**src/rtl/link_alarm_hub.sv**
```systemverilog
module link_alarm_hub #(
  parameter int RX_W = 16,
  parameter int TX_W = 16,
  parameter int DW   = 16
) (
  input  logic            clk,
  input  logic            rst_n,
  input  logic [7:0]      gpio_alarm,
  input  logic [RX_W-1:0] rx_alarm_vec,
  input  logic [TX_W-1:0] tx_alarm_vec,
  input  logic            pmd_sig_ok,
  input  logic            pcs_aligned,
  input  logic            phyxs_aligned,
  input  logic [7:0]      mon_tx_raw,
  input  logic [7:0]      mon_rx_raw,
  input  logic [1:0]      reg_addr,
  input  logic            reg_wr,
  input  logic            reg_rd,
  input  logic [DW-1:0]   reg_wdata,
  output logic [DW-1:0]   reg_rdata,
  output logic            irq
);

  localparam logic [7:0] TX_EN_BITS = 8'hCF;
  localparam logic [7:0] RX_EN_BITS = 8'hC0;
  localparam logic [1:0] A_STATUS = 2'd0;
  localparam logic [1:0] A_TXEN   = 2'd1;
  localparam logic [1:0] A_RXEN   = 2'd2;

  logic [7:0] tx_en, rx_en;
  logic       link_now, link_prev, link_arm, link_evt;
  logic       ls_alarm;
  logic       tx_flag, rx_flag;
  logic       gpio_any, rx_any, tx_any;
  logic       rd_status;
  logic [3:0] alarm_bits;
  logic       unused_wbits;

  assign unused_wbits = ^reg_wdata[DW-1:8];

  assign tx_flag  = |(mon_tx_raw & tx_en);
  assign rx_flag  = |(mon_rx_raw & rx_en);
  assign gpio_any = |gpio_alarm;
  assign rx_any   = (|rx_alarm_vec) | rx_flag;
  assign tx_any   = (|tx_alarm_vec) | tx_flag;

  assign link_now  = pmd_sig_ok & pcs_aligned & phyxs_aligned;
  assign link_evt  = link_arm & (link_now != link_prev);
  assign rd_status = reg_rd & (reg_addr == A_STATUS);

  always_ff @(posedge clk) begin
    if (!rst_n) begin
      tx_en <= '0;
      rx_en <= '0;
    end else if (reg_wr) begin
      if (reg_addr == A_TXEN) tx_en <= reg_wdata[7:0] & TX_EN_BITS;
      if (reg_addr == A_RXEN) rx_en <= reg_wdata[7:0] & RX_EN_BITS;
    end
  end

  always_ff @(posedge clk) begin
    if (!rst_n) begin
      link_arm  <= 1'b0;
      link_prev <= 1'b0;
      ls_alarm  <= 1'b0;
    end else begin
      link_arm  <= 1'b1;
      link_prev <= link_now;
      if (link_evt)       ls_alarm <= 1'b1;
      else if (rd_status) ls_alarm <= 1'b0;
    end
  end

  assign alarm_bits = {gpio_any, rx_any, tx_any, ls_alarm};
  assign irq = |alarm_bits;

  always_comb begin
    reg_rdata = '0;
    case (reg_addr)
      A_STATUS: reg_rdata[3:0] = alarm_bits;
      A_TXEN:   reg_rdata[7:0] = tx_en;
      A_RXEN:   reg_rdata[7:0] = rx_en;
      default:  reg_rdata = '0;
    endcase
  end


  ls_set_chk: assert property (@(posedge clk) disable iff (!rst_n)
    link_evt |=> ls_alarm);


  ls_hold_chk: assert property (@(posedge clk) disable iff (!rst_n)
    (ls_alarm && !rd_status) |=> ls_alarm);


  ls_clear_chk: assert property (@(posedge clk) disable iff (!rst_n)
    (rd_status && !link_evt) |=> !ls_alarm);


  no_start_evt_chk: assert property (@(posedge clk) disable iff (!rst_n)
    (!link_arm) |=> !ls_alarm);


  irq_link_chk: assert property (@(posedge clk) disable iff (!rst_n)
    ls_alarm |-> irq);


  en_rsv_chk: assert property (@(posedge clk) disable iff (!rst_n)
    ((tx_en & ~TX_EN_BITS) == 8'h00) && ((rx_en & ~RX_EN_BITS) == 8'h00));

endmodule

```
**config.mk**
```make
export PLATFORM = sky130hd
export DESIGN_NAME = link_alarm_hub
export DESIGN_NICKNAME = d
export VERILOG_FILES = /design/src/rtl/link_alarm_hub.sv
export SDC_FILE = /design/constraint.sdc
export NUM_CORES = 1
export LEC_CHECK = 0
export BUFFER_PORTS_ARGS = -buffer_cell sky130_fd_sc_hd__buf_2
export CORE_MARGIN = 2
export CORE_UTILIZATION = 34
export CTS_BUF_LIST = sky130_fd_sc_hd__clkbuf_4
export CTS_CLUSTER_SIZE = 30
export DETAILED_ROUTE_END_ITERATION = 12
export HOLD_SLACK_MARGIN = 0.08
export PLACE_DENSITY_LB_ADDON = 0.1
export SLEW_MARGIN = 20
export SYNTH_ARGS = -nofsm -noshare
export SYNTH_HDL_FRONTEND = slang
export SYNTH_SLANG_ARGS = --single-unit
```
**constraint.sdc**
```tcl
create_clock -name clk -period 3.1 [get_ports clk]
set_input_delay 0.31 -clock clk [delete_from_list [all_inputs] [get_ports clk]]
set_output_delay 0.31 -clock clk [all_outputs]
set_load 0.02 [all_outputs]
```
==> results.json <==
{
  "dpl.hpwl_mm": 1.82,
  "synth_seq_cells": 11,
  "start_util_pct": 36.2,
  "p_leak_nw": 0.528,
  "final_period_demand_of_the_worst_path_ns": 2.22,
  "hold_path_startpoint": "rst_n",
  "total_clock_buffers_created_by_cts": 3,
  "final_util_pct": 54.4,
  "grt_pass1_vias": 816,
  "run_status": "completed",
  "worst_hold_path_type": "input pin to flip-flop",
  "setup.reg_to_reg.worst_slack_ns": 2.36,
  "die_height_um": 50.0,
  "worst-path-max-fanout": 2,
  "worstSetupPathType": "input pin to output port",
  "post-route-cell-area_sq_mm": 0.00108,
  "global_route_wire_length_before_repair_mm": 3.32,
  "fin_tns_setup_ns": 0,
  "cts_hold_buf": 0,
  "synthesis.yosys.warnings": 0,
  "finalMaxSlewViolations": 0,
  "timing.fmax_ghz": 0.451,
  "detail_route.first_pass.iterations": 4,
  "finish.net_count": 247,
  "area_growth_syn_to_layout_pct": 50.2,
  "diodes_inserted": 0,
  "ctsLongestPathBuffers": 2,
  "routed-via-count": 902,
  "wire_per_inst_um": 11.4,
  "drv_cap": 0,
  "clkLatencyLatePin_ns": 0.26,
  "buffering_stage_count_on_the_worst_path_with_inverters_included": 2,
  "post-place-ws_ns": 0.860,
  "post_synthesis_average_cell_area_sq_um": 7.81,
  "worst_path_cell_trace": "buf_2, or4_4, a221oi_2, nand4_1, or4b_1, buf_2",
  "setup_viol": 0,
  "timing.critical_path.required_ns": 2.79,
  "grt_start_max_net_pins": 14,
  "crit_path_capture_type": "output port",
  "critical_path_arrival_ns": 1.91,
  "placementRows": 16,
  "post_synth_instance_area_sq_um": 718,
  "netlist.area_leader.share_pct": 30.7,
  "hold-path-endpoint": "link_arm",
  "core_area_sq_mm": 0.00198,
  "route.final.wire_length_mm": 2.15,
  "worstReg2RegStart": "link_prev",
  "drt_drc_violations_left": 0,
  "cp_slowest_cell": "sky130_fd_sc_hd__or4_4",
  "pwr_density_cell_mw_per_mm2": 318,
  "post_cts.repair.setup_buffers": 0,
  "final_hold_violation_count": 0,
  "layout_common_cells": "sky130_fd_sc_hd__buf_2, sky130_fd_sc_hd__nand2_1, sky130_fd_sc_hd__dfxtp_1",
  "gr_overflow_total": 0,
  "critical_path.startpoint_type": "input pin",
  "number_of_violations_reported_at_the_end_of_detailed_routing_iteration_0": 14,
  "ioPinCount": 98,
  "cts-root-buf": "sky130_fd_sc_hd__clkbuf_4",
  "synth.yosys.seq_area_share_pct": 30.7,
  "critical_path.max_stage_delay_ns": 0.52,
  "synth_top_cell_by_area": "sky130_fd_sc_hd__dfxtp_1",
  "place_area_sq_mm": 0.00105,
  "postLayoutSetupSlackWorst_ns": 0.882,
  "layout.cells.most_common": "sky130_fd_sc_hd__buf_2",
  "cells_after_synthesis": 92,
  "grt_usage_pct": 17.4,
  "totalPowerFinal_mw": 0.343,
  "critPathMostFrequentCell": "sky130_fd_sc_hd__buf_2",
  "via_per_inst": 4.77,
  "post_synth_num_cell_types": 23,
  "tritoncts": "yes",
  "worstRegToRegCells": 3,
  "ir_drop_uv": 224,
  "final_antenna_net_count": 0,
  "crit_family": "simple AND/OR/NAND/NOR gates",
  "setup_repair_after_global_routing_missed_its_margin": "false",
  "synth_top_cells_by_area": "sky130_fd_sc_hd__dfxtp_1, sky130_fd_sc_hd__buf_4, sky130_fd_sc_hd__nand2_1",
  "final.setup_skew_ns": 0.000105,
  "gp_congestion": 0.723,
  "die_width_um": 50.0,
  "io_buffer_count": 69,
  "holdPathStages": 1,
  "post_cts_resize_count": 0,
  "clock_tree.htree_level_count": 1,
  "clkSlewWorstSetupHoldPaths_ns": 0.07,
  "final_layout_size_suffix_gt1_share_pct": 46.9,
  "r2r-end": "ls_alarm",
  "die-area_sq_mm": 0.00250,
  "min_period_over_period_pct": 71.5,
  "clock_sink_count": 11,
  "grt_antenna_before_repair": 0
}
## cells by family (layout without fill, tap and decap cells)
| family | after synthesis | in the layout | synth area share [%] |
|---|---|---|---|
| compound gates | 19 | 19 | 18.3 |
| xor+xnor | 1 | 1 | 1.22 |
| fa+ha+maj | 3 | 3 | 5.23 |
| buf+inv | 15 | 76 | 13.1 |
| flops | 11 | 11 | 30.7 |
| other cells | 1 | 10 | 0.522 |
| simple gates | 42 | 42 | 31.0 |
## flip-flops by register name, summed over array words and instances, names as in the netlist
signal / cells
link_arm: 1
link_prev: 1
ls_alarm: 1
tx_en: 6
rx_en: 2
## per-stage QoR
stage,hold WS [ns],std cells
3_5_place_dp,0.436,185
5_1_grt,0.150,189
6_report,0.162,189
3_3_place_gp,0.430,185
4_1_cts,0.156,189
2_1_floorplan,0.338,101
## power breakdown
group	switching, mW	internal [mW]	total, mW
clock	0.0482	0.0586	0.107
combinational	0.0451	0.0411	0.0862
sequential	0.00369	0.146	0.150
## routing by layer
| layer | global-route usage, % | vias to the layer above | routed length (um) |
|---|---|---|---|
| met2 | 32.4 | 46 | 1110 |
| met4 | 5.09 | 0 | 17 |
| met3 | 5.45 | 2 | 180 |
| met1 | 18.5 | 389 | 848 |
| met5 | 0 | - | 0 |
| li1 | - | 465 | - |
## how the worst max path moves through the flow
stage / from / to / slack (ns) / cells after the start
6_report: rx_alarm_vec[3] / irq / 0.88 / 6
5_1_grt: rx_alarm_vec[3] / irq / 0.79 / 6
4_1_cts: rx_alarm_vec[3] / irq / 0.86 / 6
2_1_floorplan: rx_alarm_vec[3] / irq / 1.10 / 4
3_5_place_dp: rx_alarm_vec[3] / irq / 0.86 / 6
3_3_place_gp: rx_alarm_vec[3] / irq / 0.85 / 6
## synth_stat cells
| cell type | count |
|---|---|
| sky130_fd_sc_hd__nand2_1 | 14 |
| sky130_fd_sc_hd__dfxtp_1 | 11 |
| sky130_fd_sc_hd__buf_4 | 10 |
| sky130_fd_sc_hd__nand3_1 | 10 |
| sky130_fd_sc_hd__a21oi_1 | 8 |
| sky130_fd_sc_hd__nor4_1 | 8 |
| sky130_fd_sc_hd__a22oi_1 | 6 |
| sky130_fd_sc_hd__a22o_1 | 3 |
| sky130_fd_sc_hd__ha_1 | 3 |
| sky130_fd_sc_hd__nor2_1 | 3 |
| sky130_fd_sc_hd__inv_1 | 2 |
| sky130_fd_sc_hd__nand4_1 | 2 |
| sky130_fd_sc_hd__nor2b_1 | 2 |
| sky130_fd_sc_hd__a221oi_2 | 1 |
| sky130_fd_sc_hd__buf_1 | 1 |
| sky130_fd_sc_hd__clkbuf_1 | 1 |
| sky130_fd_sc_hd__clkinv_1 | 1 |
| sky130_fd_sc_hd__conb_1 | 1 |
| sky130_fd_sc_hd__nor4_2 | 1 |
| sky130_fd_sc_hd__o21ai_0 | 1 |
| sky130_fd_sc_hd__or4_4 | 1 |
| sky130_fd_sc_hd__or4b_1 | 1 |
| sky130_fd_sc_hd__xnor2_1 | 1 |
## cell type report
class                           count  area, sq um
Sequential cell                    11          220
Inverter                            3         11.3
Tap cell                           27         33.8
Multi-Input combinational cell     75          438
Fill cell                         197          903
Timing Repair Buffer               69          345
Clock buffer                        4         30.0
Power figures use the tool's default switching activity.
